`src/rtl/sdma_il_pkg.sv`:
```
// Shared definitions for the strided DMA sequencer.
// Assumes byte addresses with 16-byte quadwords.
package sdma_il_pkg;
    typedef enum logic [1:0] {
        ST_IDLE = 2'd0,
        ST_XFER = 2'd1,
        ST_SKIP = 2'd2,
        ST_DONE = 2'd3
    } seq_state_t;

    localparam logic [1:0] MODE_LINEAR = 2'd0;
    localparam logic [1:0] MODE_STRIDE = 2'd2;
    localparam int         QW_SHIFT    = 4;
endpackage

```
`src/rtl/sdma_cfg_check.sv`:
```
// Decodes the programmed configuration at start time: whether the mode is
// accepted, whether the strided pattern applies, and whether the total is a
// whole number of blocks. Purely combinational. Assumes SW < CW.
module sdma_cfg_check #(
    parameter int CW = 16,
    parameter int SW = 8
) (
    input  logic [1:0]    mode,
    input  logic          scratch_ch,
    input  logic [CW-1:0] total_qwc,
    input  logic [SW-1:0] blk_size,
    input  logic [SW-1:0] gap_size,
    output logic          mode_ok,
    output logic          use_stride,
    output logic          len_bad
);
    import sdma_il_pkg::*;

    localparam int PADW = CW - SW;

    logic [CW-1:0] blk_ext;
    logic [CW-1:0] leftover;

    // Decide the mode class and check the block multiple.
    always_comb begin
        blk_ext    = {{PADW{1'b0}}, blk_size};
        mode_ok    = (mode == MODE_LINEAR) || (mode == MODE_STRIDE);
        use_stride = (mode == MODE_STRIDE) && scratch_ch &&
                     (blk_size != '0) && (gap_size != '0) && (total_qwc != '0);
        leftover   = use_stride ? (total_qwc % blk_ext) : '0;
        len_bad    = use_stride && (leftover != '0);
    end
endmodule

```
`src/rtl/sdma_ctrl.sv`:
```
// Phase controller: IDLE, XFER (waits for accept), SKIP (one cycle of address
// gap) and DONE (interrupt cycle). Assumes rem_zero reflects the count after
// the latest block update.
module sdma_ctrl (
    input  logic clk,
    input  logic rst_n,
    input  logic start,
    input  logic mode_ok,
    input  logic len_bad,
    input  logic stride_q,
    input  logic rem_zero,
    input  logic blk_ack,
    output logic load_o,
    output logic step_blk_o,
    output logic step_gap_o,
    output logic req_o,
    output logic busy_o,
    output logic irq_o,
    output logic err_o
);
    import sdma_il_pkg::*;

    seq_state_t state_q, state_d;
    logic       err_q;
    logic       start_seen;

    // Decode the strobes for the current phase.
    always_comb begin
        start_seen = start && (state_q == ST_IDLE) && mode_ok;
        load_o     = start_seen && !len_bad;
        req_o      = (state_q == ST_XFER);
        step_blk_o = (state_q == ST_XFER) && blk_ack;
        step_gap_o = (state_q == ST_SKIP);
        busy_o     = (state_q == ST_XFER) || (state_q == ST_SKIP);
        irq_o      = (state_q == ST_DONE);
        err_o      = err_q;
    end

    // Next-phase selection.
    always_comb begin
        state_d = state_q;
        unique case (state_q)
            ST_IDLE: if (load_o)     state_d = ST_XFER;
            ST_XFER: if (blk_ack)    state_d = stride_q ? ST_SKIP : ST_DONE;
            ST_SKIP:                 state_d = rem_zero ? ST_DONE : ST_XFER;
            ST_DONE:                 state_d = ST_IDLE;
            default:                 state_d = ST_IDLE;
        endcase
    end

    // Phase and error flag registers.
    always_ff @(posedge clk) begin
        if (!rst_n) begin
            state_q <= ST_IDLE;
            err_q   <= 1'b0;
        end else begin
            state_q <= state_d;
            if (start_seen) err_q <= len_bad;
        end
    end

    AST_NO_GAP_REQ: assert property (@(posedge clk) disable iff (!rst_n)
        step_gap_o |-> !req_o);
    AST_ERR_NO_RUN: assert property (@(posedge clk) disable iff (!rst_n)
        (start_seen && len_bad) |=> !busy_o);
endmodule

```
`src/rtl/sdma_addr_path.sv`:
```
// Address and count registers. Loads the aligned start address and total on
// load, advances by a block on step_blk and by the gap on step_gap. Assumes
// AW > CW + 4 and CW > SW.
module sdma_addr_path #(
    parameter int AW = 32,
    parameter int CW = 16,
    parameter int SW = 8
) (
    input  logic          clk,
    input  logic          rst_n,
    input  logic          load,
    input  logic          step_blk,
    input  logic          step_gap,
    input  logic [AW-1:0] start_addr,
    input  logic [CW-1:0] total_qwc,
    input  logic [SW-1:0] blk_size,
    input  logic [SW-1:0] gap_size,
    input  logic          use_stride,
    output logic [AW-1:0] cur_addr,
    output logic [CW-1:0] rem_qwc,
    output logic [CW-1:0] blk_qwc,
    output logic          stride_q,
    output logic          rem_zero
);
    import sdma_il_pkg::*;

    localparam int PAD_C = AW - CW - QW_SHIFT;
    localparam int PAD_S = AW - SW - QW_SHIFT;
    localparam int PAD_B = CW - SW;

    logic [AW-1:0] addr_q;
    logic [CW-1:0] rem_q;
    logic [SW-1:0] blk_q, gap_q;
    logic          stride_r;
    logic [AW-1:0] blk_bytes, gap_bytes;

    // Size of the current block and the byte offsets it implies.
    always_comb begin
        if (stride_r)          blk_qwc = {{PAD_B{1'b0}}, blk_q};
        else if (rem_q == '0)  blk_qwc = {{(CW-1){1'b0}}, 1'b1};
        else                   blk_qwc = rem_q;
        blk_bytes = {{PAD_C{1'b0}}, blk_qwc, {QW_SHIFT{1'b0}}};
        gap_bytes = {{PAD_S{1'b0}}, gap_q, {QW_SHIFT{1'b0}}};
        cur_addr  = addr_q;
        rem_qwc   = rem_q;
        stride_q  = stride_r;
        rem_zero  = (rem_q == '0);
    end

    // Address, count and latched configuration registers.
    always_ff @(posedge clk) begin
        if (!rst_n) begin
            addr_q   <= '0;
            rem_q    <= '0;
            blk_q    <= '0;
            gap_q    <= '0;
            stride_r <= 1'b0;
        end else if (load) begin
            addr_q   <= {start_addr[AW-1:QW_SHIFT], {QW_SHIFT{1'b0}}};
            rem_q    <= total_qwc;
            blk_q    <= blk_size;
            gap_q    <= gap_size;
            stride_r <= use_stride;
        end else if (step_blk) begin
            addr_q   <= addr_q + blk_bytes;
            rem_q    <= rem_q - blk_qwc;
        end else if (step_gap) begin
            addr_q   <= addr_q + gap_bytes;
        end
    end

    AST_GAP_KEEPS_COUNT: assert property (@(posedge clk) disable iff (!rst_n)
        (step_gap && !load) |=> $stable(rem_q));
    AST_ALIGNED: assert property (@(posedge clk) disable iff (!rst_n)
        addr_q[QW_SHIFT-1:0] == '0);
endmodule

```
`src/rtl/strided_dma_seq.sv`:
```
// Top of the strided interleave DMA sequencer. Checks the configuration,
// runs the phase controller and keeps the address and count. Assumes the
// data path holds blk_ack low except to accept a pending request.
module strided_dma_seq #(
    parameter int AW = 32,
    parameter int CW = 16,
    parameter int SW = 8
) (
    input  logic          clk,
    input  logic          rst_n,
    input  logic          start,
    input  logic [1:0]    mode,
    input  logic          scratch_ch,
    input  logic [AW-1:0] start_addr,
    input  logic [CW-1:0] total_qwc,
    input  logic [SW-1:0] blk_size,
    input  logic [SW-1:0] gap_size,
    output logic          blk_req,
    output logic [AW-1:0] blk_addr,
    output logic [CW-1:0] blk_qwc,
    input  logic          blk_ack,
    output logic [AW-1:0] cur_addr,
    output logic [CW-1:0] rem_qwc,
    output logic          busy,
    output logic          irq,
    output logic          len_err
);
    localparam int PAD_C = AW - CW - 4;

    logic mode_ok, use_stride, len_bad;
    logic load, step_blk, step_gap;
    logic stride_q, rem_zero;

    sdma_cfg_check #(.CW(CW), .SW(SW)) cfg_i (
        .mode(mode), .scratch_ch(scratch_ch), .total_qwc(total_qwc),
        .blk_size(blk_size), .gap_size(gap_size),
        .mode_ok(mode_ok), .use_stride(use_stride), .len_bad(len_bad)
    );

    sdma_ctrl ctrl_i (
        .clk(clk), .rst_n(rst_n), .start(start), .mode_ok(mode_ok),
        .len_bad(len_bad), .stride_q(stride_q), .rem_zero(rem_zero),
        .blk_ack(blk_ack), .load_o(load), .step_blk_o(step_blk),
        .step_gap_o(step_gap), .req_o(blk_req), .busy_o(busy),
        .irq_o(irq), .err_o(len_err)
    );

    sdma_addr_path #(.AW(AW), .CW(CW), .SW(SW)) path_i (
        .clk(clk), .rst_n(rst_n), .load(load), .step_blk(step_blk),
        .step_gap(step_gap), .start_addr(start_addr), .total_qwc(total_qwc),
        .blk_size(blk_size), .gap_size(gap_size), .use_stride(use_stride),
        .cur_addr(cur_addr), .rem_qwc(rem_qwc), .blk_qwc(blk_qwc),
        .stride_q(stride_q), .rem_zero(rem_zero)
    );

    // The request address is always the running address.
    assign blk_addr = cur_addr;

    AST_REQ_HOLD: assert property (@(posedge clk) disable iff (!rst_n)
        (blk_req && !blk_ack) |=> (blk_req && $stable(blk_addr) && $stable(blk_qwc)));
    AST_BLOCK_STEP: assert property (@(posedge clk) disable iff (!rst_n)
        (blk_req && blk_ack) |=> (cur_addr == $past(blk_addr) + {{PAD_C{1'b0}}, $past(blk_qwc), 4'b0}));
    AST_IRQ_PULSE: assert property (@(posedge clk) disable iff (!rst_n)
        irq |=> !irq);
    AST_IRQ_NOT_BUSY: assert property (@(posedge clk) disable iff (!rst_n)
        irq |-> !busy);
    AST_STRIDE_END_ZERO: assert property (@(posedge clk) disable iff (!rst_n)
        (irq && stride_q) |-> (rem_qwc == '0));
    AST_ERR_NO_REQ: assert property (@(posedge clk) disable iff (!rst_n)
        len_err |-> !blk_req);
endmodule

```
`config.mk`:
```
export PLATFORM = sky130hd
export DESIGN_NAME = strided_dma_seq
export DESIGN_NICKNAME = d
export VERILOG_FILES = /design/src/rtl/sdma_il_pkg.sv /design/src/rtl/sdma_cfg_check.sv /design/src/rtl/sdma_ctrl.sv /design/src/rtl/sdma_addr_path.sv /design/src/rtl/strided_dma_seq.sv
export SDC_FILE = /design/constraint.sdc
export NUM_CORES = 1
export LEC_CHECK = 0
export BUFFER_PORTS_ARGS = -buffer_cell sky130_fd_sc_hd__clkbuf_2
export CAP_MARGIN = 15
export CORE_UTILIZATION = 64
export CTS_CLUSTER_SIZE = 24
export DETAILED_ROUTE_END_ITERATION = 12
export PLACE_DENSITY = 0.92
export SYNTH_ARGS = -nofsm -noshare
export SYNTH_HDL_FRONTEND = slang
export SYNTH_SLANG_ARGS = --single-unit
```
`constraint.sdc`:
```
create_clock -name clk -period 50.6 [get_ports clk]
set_input_delay 2.53 -clock clk [delete_from_list [all_inputs] [get_ports clk]]
set_output_delay 2.53 -clock clk [all_outputs]
set_load 0.02 [all_outputs]
```
== After elaboration in Yosys (flattened, before gate mapping) ==
Cells that the tools add are included.
Word-level totals
  register bits: 68
  memory bits (writable): 0
  memories kept: 0
  bits of input ports: 71
  logic and storage cells: 56
  output and inout bits: 100
  bits in latches: 0
  ROM bits: 0
Cells by class
  $mul: 0
  add/sub/neg operators: 3
  magnitude comparators: 0
  shift-type cells: 0
  multiplexer cells: 13
  reductions and logical operators: 24
  bitwise operators: 1
  div/mod/pow operators: 1
  equal/unequal tests: 6
Operators by type and width (count)
  2-to-1 mux 32 bit: 3
  2-to-1 mux 16 bit: 5
  adder 32 x 12 -> 32 bit: 1
  adder 32 x 20 -> 32 bit: 1
  nonzero test 16 bit: 2
  zero test 16 bit: 1
  remainder unit 16 x 8 -> 16 bit: 1
  nonzero test 8 bit: 2
  subtractor 16 bit: 1
  logical AND 1 bit: 9
  case mux 2 bit (4 select lines): 1
  == test 2 bit (second input constant): 3
  2-to-1 mux 2 bit: 3
  zero test 2 bit: 2
  inequality test 2 x 1 -> 1 bit (second input constant): 2
  nonzero test 2 bit: 2
  nonzero test 3 bit: 1
  == test 2 x 1 -> 1 bit (second input constant): 1
  logical OR 1 bit: 2
  AND reduction 2 bit: 1
  OR reduction 2 bit: 1
  zero test 1 bit: 1
  2-to-1 mux 1 bit: 1
  NOT 1 bit: 1

== Logic depth before layout (Yosys ltp) ==
  depth in word-level cells: 12
  depth in mapped cells: 155
  mapped depth without buffers: 148

== Cells and area by module ==
Synthesis repeated with hierarchy kept, for this count alone.
Unflattened totals
  cells, all modules: 1547
  area total of the unflattened synthesis: 11335.9 µm²
Modules (own cells, without submodules)
  sdma_cfg_check: cells an instance 885, area an instance 6247.2 µm², times used 1, seq. area each 0.0 µm²
  sdma_addr_path: cells an instance 603, area an instance 4594.4 µm², times used 1, seq. area each 1221.2 µm²
  sdma_ctrl: cells an instance 27, area an instance 254.0 µm², times used 1, seq. area each 60.1 µm²
  strided_dma_seq: cells an instance 32, area an instance 240.2 µm², times used 1, seq. area each 0.0 µm²

== Worst setup path after synthesis ==
OpenSTA, ideal clock, no wires.
  path kind: input -> register
  start: in blk_size[7]
  end: reg ctrl_i.state_q[0]
  path buffers: 6
  data required time: 50488 ps
  stages: 143
  slack: 19367 ps
  arrival: 31121 ps
  setup time: 112 ps
  cell sequence: nor4_4 nand2_1 nor2_1 a21oi_1 a21oi_1 ha_1 or3_1 a311oi_1 a311oi_1 ha_1 o211ai_1 a2111o_1 and3_1 nor2_1 ha_1 a21o_1 o211ai_1 a21oi_1 (+107 left out) buf_2 o21ai_0 ha_1 nand2_1 nand2_1 a21oi_1 o21bai_1 a21oi_1 o21bai_1 a21oi_1 o21ai_0 nor3_1 o21ai_0 a211oi_1 a31o_2 a31oi_4 a22o_1 a2111oi_1
Between the ends
  cells in the longest elaborated chain, start to end: 11
  elaborated cells on any way between the ends: 12
  classes of those cells: div: 1; eq/ne: 1; mux: 1; reduce/logical: 9
Ends and longest elaborated chain
  start, declared: line strided_dma_seq.sv:16  | input logic [SW-1:0] blk_size,
  branches (longest 6 deep; another with remainder unit 16 x 8 -> 16 bit)
  logical AND 1 bit *: line sdma_cfg_check.sv:31  | len_bad = use_stride && (leftover != '0);
  zero test 1 bit *: line sdma_ctrl.sv:30  | load_o = start_seen && !len_bad;
  logical AND 1 bit *: line sdma_ctrl.sv:30
  inequality test 2 x 1 -> 1 bit (no source line) *
  AND reduction 2 bit (no source line) *
  end signal, assigned: line sdma_ctrl.sv:57  | state_q <= state_d;
  end, declared: line sdma_ctrl.sv:23  | seq_state_t state_q, state_d;
Every way passes the cells marked *.
A chain may end at the register's enable or synchronous reset.

== Final worst setup path ==
  start: in blk_size[7]
  end: reg path_i.addr_q[8] (netlist: path_i.cur_addr[8])
Between the ends
  cells in the longest elaborated chain, start to end: 10
  elaborated cells on any way between the ends: 12
  classes of those cells: div: 1; mux: 2; reduce/logical: 9
Ends and longest elaborated chain
  branches (longest 6 deep; another with remainder unit 16 x 8 -> 16 bit)
  logical AND 1 bit *: line sdma_cfg_check.sv:31
  zero test 1 bit *: line sdma_ctrl.sv:30
  logical AND 1 bit *: line sdma_ctrl.sv:30
  nonzero test 3 bit (no source line) or 2-to-1 mux 32 bit (tied branches)
  end signal, assigned: line sdma_addr_path.sv:59  | addr_q <= {start_addr[AW-1:QW_SHIFT], {QW_SHIFT{1'b0}}};
  end signal, assigned: line sdma_addr_path.sv:65  | addr_q <= addr_q + blk_bytes;
  end signal, assigned: line sdma_addr_path.sv:68  | addr_q <= addr_q + gap_bytes;
  end, declared: line sdma_addr_path.sv:31  | logic [AW-1:0] addr_q;
Marks and branches as above.

==> reports/qor.yml <==
timing:
  finClkSkew_ns: 0.00796
  finalSetupViolations: 0
  fmax_mhz: 26.4
  period_share_pct: 74.9
  period_minus_slack_ns: 37.92
  final_max_slew_viol_count: 0
  fin_setup_tns_ns: 0
  grt_setup_unrepaired: "no"
  hold_viol: 0
  relSlewSlack_pct: 26.3
  tightest_slew_ns: 1.10
worst_setup_path:
  rr_endpoint: "path_i.cur_addr[28]"
  reg2reg_depth: 27
  setup.worst_path.class: "primary input to flip-flop"
  start_kind: "primary input"
  crit_arrival_ns: 38.15
  cp.required_ns: 50.82
  cp_max_fo: 88
  cp-startpoint: "blk_size[7]"
  r2r_slack_ns: 44.30
  r2r_start: "ctrl_i.state_q[1]"
  end_kind: "flip-flop"
  critical-path-max-stage-delay_ns: 0.91
  crit_slowest_cell: "a31oi_4"
  path_common_cell: "o21a_1"
clock_tree:
  cts_setup_buffers: 0
  cts_root_buf: "clkbuf_16"
  cts_max_level: 3
  ctsResizeCount: 0
  path_clk_slew_ns: 0.06
  cts_buffer_depth: 2
  clk_latency_ns: 0.34
  clkSinkCount: 64
  cts-buffers-inserted: 9
  holdBufCountCts: 0
  tritoncts: "yes"
floorplanning:
  die_height_um: 131
  io_pins: 171
  core_mm2: 0.0161
  fp.dieW_um: 131
  rows: 46
  dieArea_mm2: 0.0172
  start_util_pct: 66.3
min_path:
  hold_class: "flip-flop to flip-flop"
  hold_depth: 2
  hp-start: "path_i.gap_q[1]"
  hold_path_end: "path_i.gap_q[1]"
logic_synthesis:
  netlist_instances: 1454
  synth-seq-area-share_pct: 12.0
  post_synth.cell_area_avg_um2: 7.35
  yosysWarnings: 0
  syn_area_mm2: 0.0107
  ys.flop_type: "dfxtp_1"
  synth_edf_count: 0
  ys_ff_latch: 64
  synth.distinct_cells: 97
  async_reset_ff_share_pct: 0
routing:
  dr.pass1.iters: 7
  post-route-drc-count: 0
  avgViaCountPerCell: 6.49
  wl_per_cell_um: 16.9
  final_antenna_net_count: 0
  wirelength_um: 29900
  dr_total_vias: 11458
  drtIter0Drc: 893
layout:
  final_common_cell: "clkbuf_2"
  layout_common_cells: "clkbuf_2, nor2_1, ha_1"
  nFillCells: 1218
  nNetsFinal: 1755
  area_growth_pct: 8.83
  antenna_cells: 0
  drive_above_1_share_pct: 16.3
outcome:
  status: "completed"
grt:
  grt_max_degree: 89
  gr-total-overflow: 0
  grt_pass1_vias: 10673
  grt_pass1_wl_um: 49400
  gr-usage-all-layers_pct: 33.8
  antenna_found_initial: 0
job:
  drv_cap: 0
place:
  gp_congestion: 0.910
  dp_hpwl_um: 22900
  io_buffers: 158
## critical path: cells and delay by family
family | cells | cell delay [ns]
fa+ha+maj | 15 | 4.45
simple gates | 40 | 9.55
mux | 3 | 1.30
buf+inv | 6 | 1.23
compound gates | 77 | 18.95
## cell families (layout without fill, tap and decap cells)
logic type	count (synthesis)	in the layout	share of synthesized area [%]
AO/OA/AOI/OAI	440	440	29.0
buffers and inverters	160	248	7.35
XOR/XNOR	85	85	6.97
multiplexers	41	41	4.29
other	1	8	0.0351
adder cells (fa/ha/maj)	140	140	16.6
flip-flops	64	64	12.0
AND/OR/NAND/NOR	523	523	23.8
## cell usage after synthesis, types with 4 or more instances
cell type / count / area share, %
nand4_1: 12 / 0.70
o21bai_1: 16 / 1.1
buf_4: 40 / 2.8
dfxtp_1: 64 / 12
a21o_1: 32 / 2.2
nand2b_1: 17 / 1.0
a31o_2: 4 / 0.33
nor3_1: 57 / 2.7
nor4_1: 10 / 0.59
nand3_1: 46 / 2.2
mux2_2: 22 / 2.3
a21boi_0: 6 / 0.42
nand2_1: 135 / 4.7
mux2i_1: 15 / 1.4
or2_2: 6 / 0.35
a211oi_1: 45 / 3.2
o31ai_1: 23 / 1.6
o22ai_1: 6 / 0.35
a21oi_1: 105 / 4.9
a311oi_1: 5 / 0.41
a31oi_1: 10 / 0.59
nand4b_1: 6 / 0.49
or3_1: 19 / 1.1
a211oi_2: 10 / 1.2
nand3b_1: 5 / 0.35
nor3b_1: 4 / 0.28
o21a_1: 36 / 2.5
inv_1: 68 / 2.4
o21ai_1: 17 / 0.80
a211o_1: 10 / 0.82
and3_1: 11 / 0.64
o21ai_0: 54 / 2.5
xnor2_1: 56 / 4.6
ha_1: 137 / 16
and2_1: 9 / 0.53
clkbuf_1: 34 / 1.2
nor2_2: 8 / 0.47
nor2b_1: 15 / 0.88
o211ai_1: 11 / 0.77
nor2_1: 146 / 5.1
xor2_1: 29 / 2.4
buf_2: 10 / 0.47
## layout make-up
type	instances	area [um^2]	area share (%)
multi-input combinational	1237	8650	74.4
sequential	64	1280	11.0
timing repair buffer	162	821	7.06
tap	216	270	2.32
inverter	70	263	2.26
clock buffer	9	225	1.94
clock inverter	7	120	1.03
## metrics by stage
| stage | setup WS, ns | cell area [um^2] | hold WS (ns) | cells | util (%) |
|---|---|---|---|---|---|
| after global placement | 14.19 | 11300 | 0.444 | 1749 | 70.0 |
| after detailed placement | 13.25 | 11300 | 0.456 | 1749 | 70.0 |
| after global routing | 9.86 | 11600 | 0.477 | 1765 | 72.2 |
| after floorplan | 19.37 | 10700 | 0.433 | 1461 | - |
| after CTS | 13.45 | 11600 | 0.464 | 1765 | 72.2 |
| final | 12.68 | 11600 | 0.466 | 1765 | 72.2 |
## routing by layer
layer | part of all wire, % | GRT usage, %
met3 | 6.7 | 3.47
met4 | 4.2 | 18.4
met1 | 41 | 40.6
met5 | 0 | 0
met2 | 48 | 58.9
## worst max-delay path by stage
stage / depth (start not counted) / endpoint / slack, ns
after floorplan: 143 / ctrl_i.state_q[0] / 19.37
after global placement: 137 / path_i.cur_addr[8] / 14.19
after detailed placement: 139 / path_i.cur_addr[8] / 13.25
after CTS: 139 / path_i.cur_addr[8] / 13.45
after global routing: 142 / path_i.cur_addr[8] / 9.86
final: 141 / path_i.cur_addr[8] / 12.68
## registers in the layout, summed over array words and instances, names as in the netlist
register	count
ctrl_i.err_o	1
path_i.stride_q	1
path_i.rem_qwc	16
path_i.cur_addr	28
path_i.blk_q	8
path_i.gap_q	8
ctrl_i.state_q	2
Power is not shown: default switching activity piles up to over one toggle a cycle in this logic, so the estimate is an artifact.
